===== src/rtl/afu_pkg.sv =====
`timescale 1ns/100ps
package afu_pkg;

    localparam int FLAG_W = 5;
    localparam int FB_C   = 0;
    localparam int FB_Z   = 1;
    localparam int FB_N   = 2;
    localparam int FB_H   = 3;
    localparam int FB_V   = 4;

    typedef enum logic [3:0] {
        OP_ADD  = 4'd0,
        OP_ADC  = 4'd1,
        OP_SUB  = 4'd2,
        OP_SBC  = 4'd3,
        OP_CMP  = 4'd4,
        OP_INC  = 4'd5,
        OP_DEC  = 4'd6,
        OP_NEG  = 4'd7,
        OP_CPL  = 4'd8,
        OP_SLL  = 4'd9,
        OP_SRL  = 4'd10,
        OP_SRA  = 4'd11,
        OP_RLC  = 4'd12,
        OP_RRC  = 4'd13,
        OP_SWAP = 4'd14,
        OP_PASS = 4'd15
    } afu_op_e;

    // Which flags an operation is allowed to write (bit order V H N Z C).
    function automatic logic [FLAG_W-1:0] op_mask(input afu_op_e op);
        logic [FLAG_W-1:0] mk;
        unique case (op)
            OP_ADD, OP_ADC:                          mk = 5'b11111;
            OP_SUB, OP_SBC, OP_CMP, OP_NEG:          mk = 5'b10111;
            OP_INC, OP_DEC:                          mk = 5'b10110;
            OP_CPL, OP_SLL, OP_SRL, OP_SRA,
            OP_RLC, OP_RRC:                          mk = 5'b00111;
            default:                                 mk = 5'b00110;
        endcase
        return mk;
    endfunction

endpackage


===== src/rtl/afu_arith.sv =====
`timescale 1ns/100ps
// Adder/subtractor of width W. Flags are derived from single bits of the
// operands and the result: carry (or borrow) out of bit k is recovered
// from x[k], m[k] and r[k].
module afu_arith #(
    parameter int W  = 8,
    parameter int HB = 3
) (
    input  logic [W-1:0] x,
    input  logic [W-1:0] m,
    input  logic         cin,
    input  logic         sub,
    output logic [W-1:0] r,
    output logic         c_o,
    output logic         v_o,
    output logic         h_o
);

    localparam int TOP = W - 1;
    localparam int NXT = W - 2;

    function automatic logic bit_out(input logic xb, input logic mb,
                                     input logic rb, input logic is_sub);
        if (is_sub)
            return (!xb && mb) || (!xb && rb) || (xb && mb && rb);
        else
            return (xb && mb) || (mb && !rb) || (!rb && xb);
    endfunction

    logic [W-1:0] cin_w;
    logic         top_out;
    logic         nxt_out;

    assign cin_w = {{(W-1){1'b0}}, cin};

    always_comb begin
        if (sub)
            r = x - m - cin_w;
        else
            r = x + m + cin_w;
    end

    assign top_out = bit_out(x[TOP], m[TOP], r[TOP], sub);
    assign nxt_out = bit_out(x[NXT], m[NXT], r[NXT], sub);

    assign c_o = top_out;
    assign v_o = top_out ^ nxt_out;
    assign h_o = bit_out(x[HB], m[HB], r[HB], sub);

endmodule


===== src/rtl/afu_unary.sv =====
`timescale 1ns/100ps
// Single-operand bit operations of width W: complement, shifts, rotates
// through carry and half swap.
module afu_unary
    import afu_pkg::*;
#(
    parameter int W = 8
) (
    input  logic [W-1:0] x,
    input  logic         cin,
    input  afu_op_e      op,
    output logic [W-1:0] r,
    output logic         c_o
);

    localparam int HALF = W / 2;

    always_comb begin
        r   = x;
        c_o = cin;
        unique case (op)
            OP_CPL: begin
                r   = ~x;
                c_o = 1'b1;
            end
            OP_SLL: begin
                r   = {x[W-2:0], 1'b0};
                c_o = x[W-1];
            end
            OP_RLC: begin
                r   = {x[W-2:0], cin};
                c_o = x[W-1];
            end
            OP_SRL: begin
                r   = {1'b0, x[W-1:1]};
                c_o = x[0];
            end
            OP_SRA: begin
                r   = {x[W-1], x[W-1:1]};
                c_o = x[0];
            end
            OP_RRC: begin
                r   = {cin, x[W-1:1]};
                c_o = x[0];
            end
            OP_SWAP: begin
                r   = {x[HALF-1:0], x[W-1:HALF]};
            end
            default: begin
                r   = x;
            end
        endcase
    end

endmodule


===== src/rtl/afu_flag_reg.sv =====
`timescale 1ns/100ps
module afu_flag_reg #(
    parameter int FW = 5
) (
    input  logic          clk,
    input  logic          rst_n,
    input  logic          en,
    input  logic [FW-1:0] d,
    output logic [FW-1:0] q
);

    always_ff @(posedge clk or negedge rst_n) begin
        if (!rst_n)
            q <= '0;
        else if (en)
            q <= d;
    end

endmodule


===== src/rtl/alu_flag_unit.sv =====
`timescale 1ns/100ps
module alu_flag_unit
    import afu_pkg::*;
#(
    parameter int BYTE_W = 8
) (
    input  logic                clk,
    input  logic                rst_n,
    input  logic                en,
    input  logic [3:0]          op,
    input  logic                wide,
    input  logic [2*BYTE_W-1:0] opa,
    input  logic [2*BYTE_W-1:0] opb,
    input  logic                carry_in,
    output logic [2*BYTE_W-1:0] result,
    output logic [FLAG_W-1:0]   flags_next,
    output logic [FLAG_W-1:0]   flags_q
);

    localparam int WORD_W = 2 * BYTE_W;

    afu_op_e             op_e;
    logic [WORD_W-1:0]   a_w;
    logic [WORD_W-1:0]   b_w;

    logic [WORD_W-1:0]   ar_x;
    logic [WORD_W-1:0]   ar_m;
    logic                ar_cin;
    logic                ar_sub;

    logic [WORD_W-1:0]   ar_r [2];
    logic [WORD_W-1:0]   un_r [2];
    logic [1:0]          ar_c;
    logic [1:0]          ar_v;
    logic [1:0]          ar_h;
    logic [1:0]          un_c;

    logic [WORD_W-1:0]   res;
    logic [WORD_W-1:0]   fres;
    logic                f_c;
    logic                f_v;
    logic                f_h;
    logic                f_n;
    logic                f_z;
    logic [FLAG_W-1:0]   calc;
    logic [FLAG_W-1:0]   mask;

    assign op_e = afu_op_e'(op);
    assign a_w  = wide ? opa : {{BYTE_W{1'b0}}, opa[BYTE_W-1:0]};
    assign b_w  = wide ? opb : {{BYTE_W{1'b0}}, opb[BYTE_W-1:0]};

    // Operand steering for the adder/subtractor.
    always_comb begin
        ar_x   = a_w;
        ar_m   = b_w;
        ar_cin = 1'b0;
        ar_sub = 1'b0;
        unique case (op_e)
            OP_ADC: ar_cin = carry_in;
            OP_SUB, OP_CMP: ar_sub = 1'b1;
            OP_SBC: begin
                ar_sub = 1'b1;
                ar_cin = carry_in;
            end
            OP_INC: ar_m = {{(WORD_W-1){1'b0}}, 1'b1};
            OP_DEC: begin
                ar_m   = {{(WORD_W-1){1'b0}}, 1'b1};
                ar_sub = 1'b1;
            end
            OP_NEG: begin
                ar_x   = '0;
                ar_m   = a_w;
                ar_sub = 1'b1;
            end
            default: ;
        endcase
    end

    // One arithmetic and one unary unit per operand width.
    for (genvar g = 0; g < 2; g++) begin : g_width
        localparam int GW = (g == 0) ? BYTE_W : WORD_W;
        localparam int GH = (g == 0) ? (BYTE_W / 2 - 1) : (BYTE_W - 1);

        logic [GW-1:0] r_l;
        logic [GW-1:0] u_l;
        logic          c_l;
        logic          v_l;
        logic          h_l;
        logic          uc_l;

        afu_arith #(.W(GW), .HB(GH)) u_arith (
            .x   (ar_x[GW-1:0]),
            .m   (ar_m[GW-1:0]),
            .cin (ar_cin),
            .sub (ar_sub),
            .r   (r_l),
            .c_o (c_l),
            .v_o (v_l),
            .h_o (h_l)
        );

        afu_unary #(.W(GW)) u_unary (
            .x   (a_w[GW-1:0]),
            .cin (carry_in),
            .op  (op_e),
            .r   (u_l),
            .c_o (uc_l)
        );

        assign ar_r[g] = WORD_W'(r_l);
        assign un_r[g] = WORD_W'(u_l);
        assign ar_c[g] = c_l;
        assign ar_v[g] = v_l;
        assign ar_h[g] = h_l;
        assign un_c[g] = uc_l;
    end

    // Result and raw flag selection.
    always_comb begin
        res  = a_w;
        fres = a_w;
        f_c  = 1'b0;
        f_v  = 1'b0;
        f_h  = 1'b0;
        unique case (op_e)
            OP_ADD, OP_ADC, OP_SUB, OP_SBC,
            OP_INC, OP_DEC, OP_NEG: begin
                res  = ar_r[wide];
                fres = ar_r[wide];
                f_c  = ar_c[wide];
                f_v  = ar_v[wide];
                f_h  = ar_h[wide];
            end
            OP_CMP: begin
                res  = a_w;
                fres = ar_r[wide];
                f_c  = ar_c[wide];
                f_v  = ar_v[wide];
                f_h  = ar_h[wide];
            end
            OP_CPL, OP_SLL, OP_SRL, OP_SRA,
            OP_RLC, OP_RRC, OP_SWAP: begin
                res  = un_r[wide];
                fres = un_r[wide];
                f_c  = un_c[wide];
            end
            default: begin
                res  = b_w;
                fres = b_w;
            end
        endcase
    end

    assign f_n  = wide ? fres[WORD_W-1] : fres[BYTE_W-1];
    assign f_z  = (fres == '0);
    assign calc = {f_v, f_h, f_n, f_z, f_c};
    assign mask = op_mask(op_e);

    assign flags_next = (calc & mask) | (flags_q & ~mask);
    assign result     = res;

    afu_flag_reg #(.FW(FLAG_W)) u_flags (
        .clk   (clk),
        .rst_n (rst_n),
        .en    (en),
        .d     (flags_next),
        .q     (flags_q)
    );

endmodule


===== config.mk =====
export PLATFORM = sky130hd
export DESIGN_NAME = alu_flag_unit
export DESIGN_NICKNAME = d
export VERILOG_FILES = /design/src/rtl/afu_pkg.sv /design/src/rtl/afu_arith.sv /design/src/rtl/afu_unary.sv /design/src/rtl/afu_flag_reg.sv /design/src/rtl/alu_flag_unit.sv
export SDC_FILE = /design/constraint.sdc
export NUM_CORES = 1
export LEC_CHECK = 0
export ABC_AREA = 1
export BUFFER_PORTS_ARGS = -buffer_cell sky130_fd_sc_hd__buf_2
export CORE_MARGIN = 3
export CORE_UTILIZATION = 63
export CTS_CLUSTER_SIZE = 24
export DETAILED_ROUTE_END_ITERATION = 10
export HOLD_SLACK_MARGIN = 0.08
export PLACE_DENSITY_LB_ADDON = 0.2
export SYNTH_ARGS = -nofsm -noshare
export SYNTH_HDL_FRONTEND = slang
export SYNTH_HIERARCHICAL = 1
export SYNTH_SLANG_ARGS = --single-unit

===== constraint.sdc =====
create_clock -name clk -period 9.73 [get_ports clk]
set_clock_uncertainty 0.2 [all_clocks]
set_input_delay 2.919 -clock clk [delete_from_list [all_inputs] [get_ports clk]]
set_output_delay 2.919 -clock clk [all_outputs]
set_load 0.01 [all_outputs]

==> run metrics <==
Ant. Diodes=0; PortBufs=66; Initial Util=around two thirds; startpoint types=input pin; Slew @ Worst Pin=1.00 ns; biggest regs=u_flags/q: 5 flops; chip width=111 um; CTS tree=built; critical path capture point type=output port; total power per unit cell area=81.0 nW/um2; Avg Inst Size Synth=5.12 um2; DRT antenna net count=0; Cell Rows=37; DIE AREA=12300 um2; Crit path top cell by count=nand2_2; worst r2r src=u_flags/q[0]; routability cong.=1.00; first-pass GRT wire length=~39000 um; fin nets=1561; Via Count=approximately 9000; initial antenna violation count=0; post-synth cell types=45; Rel. slew slack=33.2%; grt total ovfl=0; GRT Total Usage=37.6%; final setup vio count=0; reg2reg setup slack=about 8.6 ns; Setup CP Type=input pin to output port; status=finished clean; routed vias/inst=5.78; Pleak=0.00479 uW; Final Cell Area=7940 um2; Largest delay share family, worst path=simple AND/OR/NAND/NOR gates; final wirelength=24300 um; IO Pins=67; fin crit period=roughly 9.5 ns; Top reg by flops=u_flags/q; Post-synth ARST share=100%; # H-tree levels=1; slowest CP cell=ha_1; Yosys Warn Count=6; per-cell routed wire length=~15 um; Syn Inst Count=~1400; Cell Area, Synth=6920 um2; Critical Path RT=around 6.6 ns; Post-synth EDFFs=0; CTS clk-pin slew, worst paths=about 0.030 ns; Layout fillers=990; clock tree buffer depth=2; DRT iter0 DRCs=approximately 1300; Hold Violations, Final=0; Post-synth top flop=dfrtp_1; Worst setup startpoint=op[0]; final worst setup slack=0.210 ns; area delta synth->final=14.7%; Place WS=-0.0453 ns; hold wc startpoint=u_flags/q[2]; layout cells sized above 1=18.4%; root buffer cell=clkbuf_8; clk_lat worst skew=0.22 ns; Slew Limit Fails=0; period utilization=97.8%; Pre-Repair DR Iteration Count=7; Worst Hold Class=flip-flop to flip-flop; peak supply drop=between 0.09 and 0.1 mV; CP Buf/Inv Count=8; Fmax achieved=0.105 GHz; register area share after synthesis=between 1.5 and 2%; area of the core=between 10000 and 15000 um2; max reg flops=5; max incr delay on CP=0.32 ns; synthesized flop and latch total=5; Mapped Nets=1470; Final HPWL DP=19100 um; CP arrival=6.40 ns; Clock Sinks=5; Max Cap Viol=0; largest net degree at the start of global routing=48; Placement Cell Area=7670 um2; cts bufs inserted=3; vias in the first global route=8070; Setup TNS=0 ns; DRC Markers=0; crit-path max FO=4; Die Y=around 110 um
==> power by group <==
| part | total [uW] | switching (uW) | leakage, uW | internal, uW |
|---|---|---|---|---|
| Sequential | 28.2 | 3.85 | 0.0000657 | 24.3 |
| Combinational | 576 | 365 | 0.00470 | 212 |
| Clock | 38.6 | 10.4 | 0.0000228 | 28.1 |
==> logic make-up (layout without fill, tap and decap cells) <==
kind of cell | after synthesis | count (layout) | synth area share (%)
flip-flops | 5 | 5 | 1.81
adder cells (fa/ha/maj) | 77 | 77 | 14.8
buffers and inverters | 269 | 359 | 16.2
multiplexers | 1 | 1 | 0.163
AND/OR/NAND/NOR | 833 | 833 | 52.5
XOR/XNOR | 12 | 12 | 1.52
AO/OA/AOI/OAI | 155 | 155 | 13.1
==> what timing repair did <==
item	4_1_cts	5_1_grt
endpoints found under the setup margin	1	4
pin swaps	1	10
setup buffers	0	3
hold buffers	0	0
cloned	0	0
resized for setup	6	46
==> cell type report <==
| class | count | area [um2] | area share (%) |
|---|---|---|---|
| repair buffers | 147 | 947 | 11.9 |
| inverters | 208 | 781 | 9.84 |
| flip-flops and latches | 5 | 125 | 1.58 |
| multi-input cells | 1078 | 5870 | 73.9 |
| clock buffers | 4 | 45.0 | 0.567 |
| well taps | 136 | 170 | 2.14 |
==> final timing paths <==
path	end	cells past startpoint
worst max register to register	u_flags/q[0]	3
worst min register to register	u_flags/q[2]	2
worst max-delay path	flags_next[0]	30
min in group asynchronous	u_flags/q[4]	1
max in group asynchronous	u_flags/q[2]	1
worst min-delay path	u_flags/q[2]	2
==> layout by cell type, fill, tap and decap left out, drive strengths merged, types with 9 or more instances in the layout <==
cell	synthesis	final
a21oi	45	45
buf	46	146
ha	69	69
inv	205	205
nand2	473	473
nand3	190	190
nor2	141	141
o2111ai	9	9
o21ai	69	69
o22ai	13	13
==> synth_stat cells, types with 2 or more instances <==
library cell  number  share of area, %
a31oi_1            7              0.63
nand3b_1           6              0.65
inv_1            190                10
o2111ai_1          9               1.1
nor2_2            10              0.90
clkinv_1           3              0.16
o21bai_1           6              0.65
buf_4              8              0.87
a21oi_2            3              0.38
buf_2             33               2.4
ha_1              69                12
nand2_4            4              0.65
xnor2_1            7              0.89
nand4_1            8              0.72
o22ai_1           13               1.2
inv_2             15              0.81
nor2_4             6              0.98
nand3_2            5              0.72
clkbuf_1          15              0.81
o21ai_0           55               4.0
a21oi_1           41               3.0
nand2_2           22               2.0
nor2_1           125               6.8
dfrtp_1            5               1.8
xor2_1             5              0.63
buf_6              5              0.81
or2_2              8              0.72
a21o_1             2              0.22
nor3_1             3              0.22
o21ai_1           12              0.87
nand2_1          447                24
fa_1               8               2.3
nand3_1          185                13
==> per-stage QoR <==
| step | power, uW | std cells | util [%] | hold WS (ns) |
|---|---|---|---|---|
| 2_1_floorplan | 401 | 1352 | - | 0.306 |
| 6_report | 643 | 1578 | 75.5 | 0.291 |
| 5_1_grt | 707 | 1578 | 75.5 | 0.321 |
| 4_1_cts | 609 | 1575 | 73.5 | 0.280 |
| 3_3_place_gp | 558 | 1571 | 73.0 | 0.266 |
| 3_5_place_dp | 567 | 1571 | 73.0 | 0.271 |
==> worst min-delay path: stages (launching register included) <==
cell and delay [ns]:
dfrtp_1 0.34, nand2_1 0.06, nand2_1 0.05
==> layer usage <==
metal	global-route usage, %	part of all wire (%)	vias up
li1	-	-	4456
met1	52.0	41	4007
met2	61.4	45	563
met3	3.38	10	94
met4	12.4	4.6	0
met5	0	0	-
No activity file was read; power rests on OpenSTA's default activity.
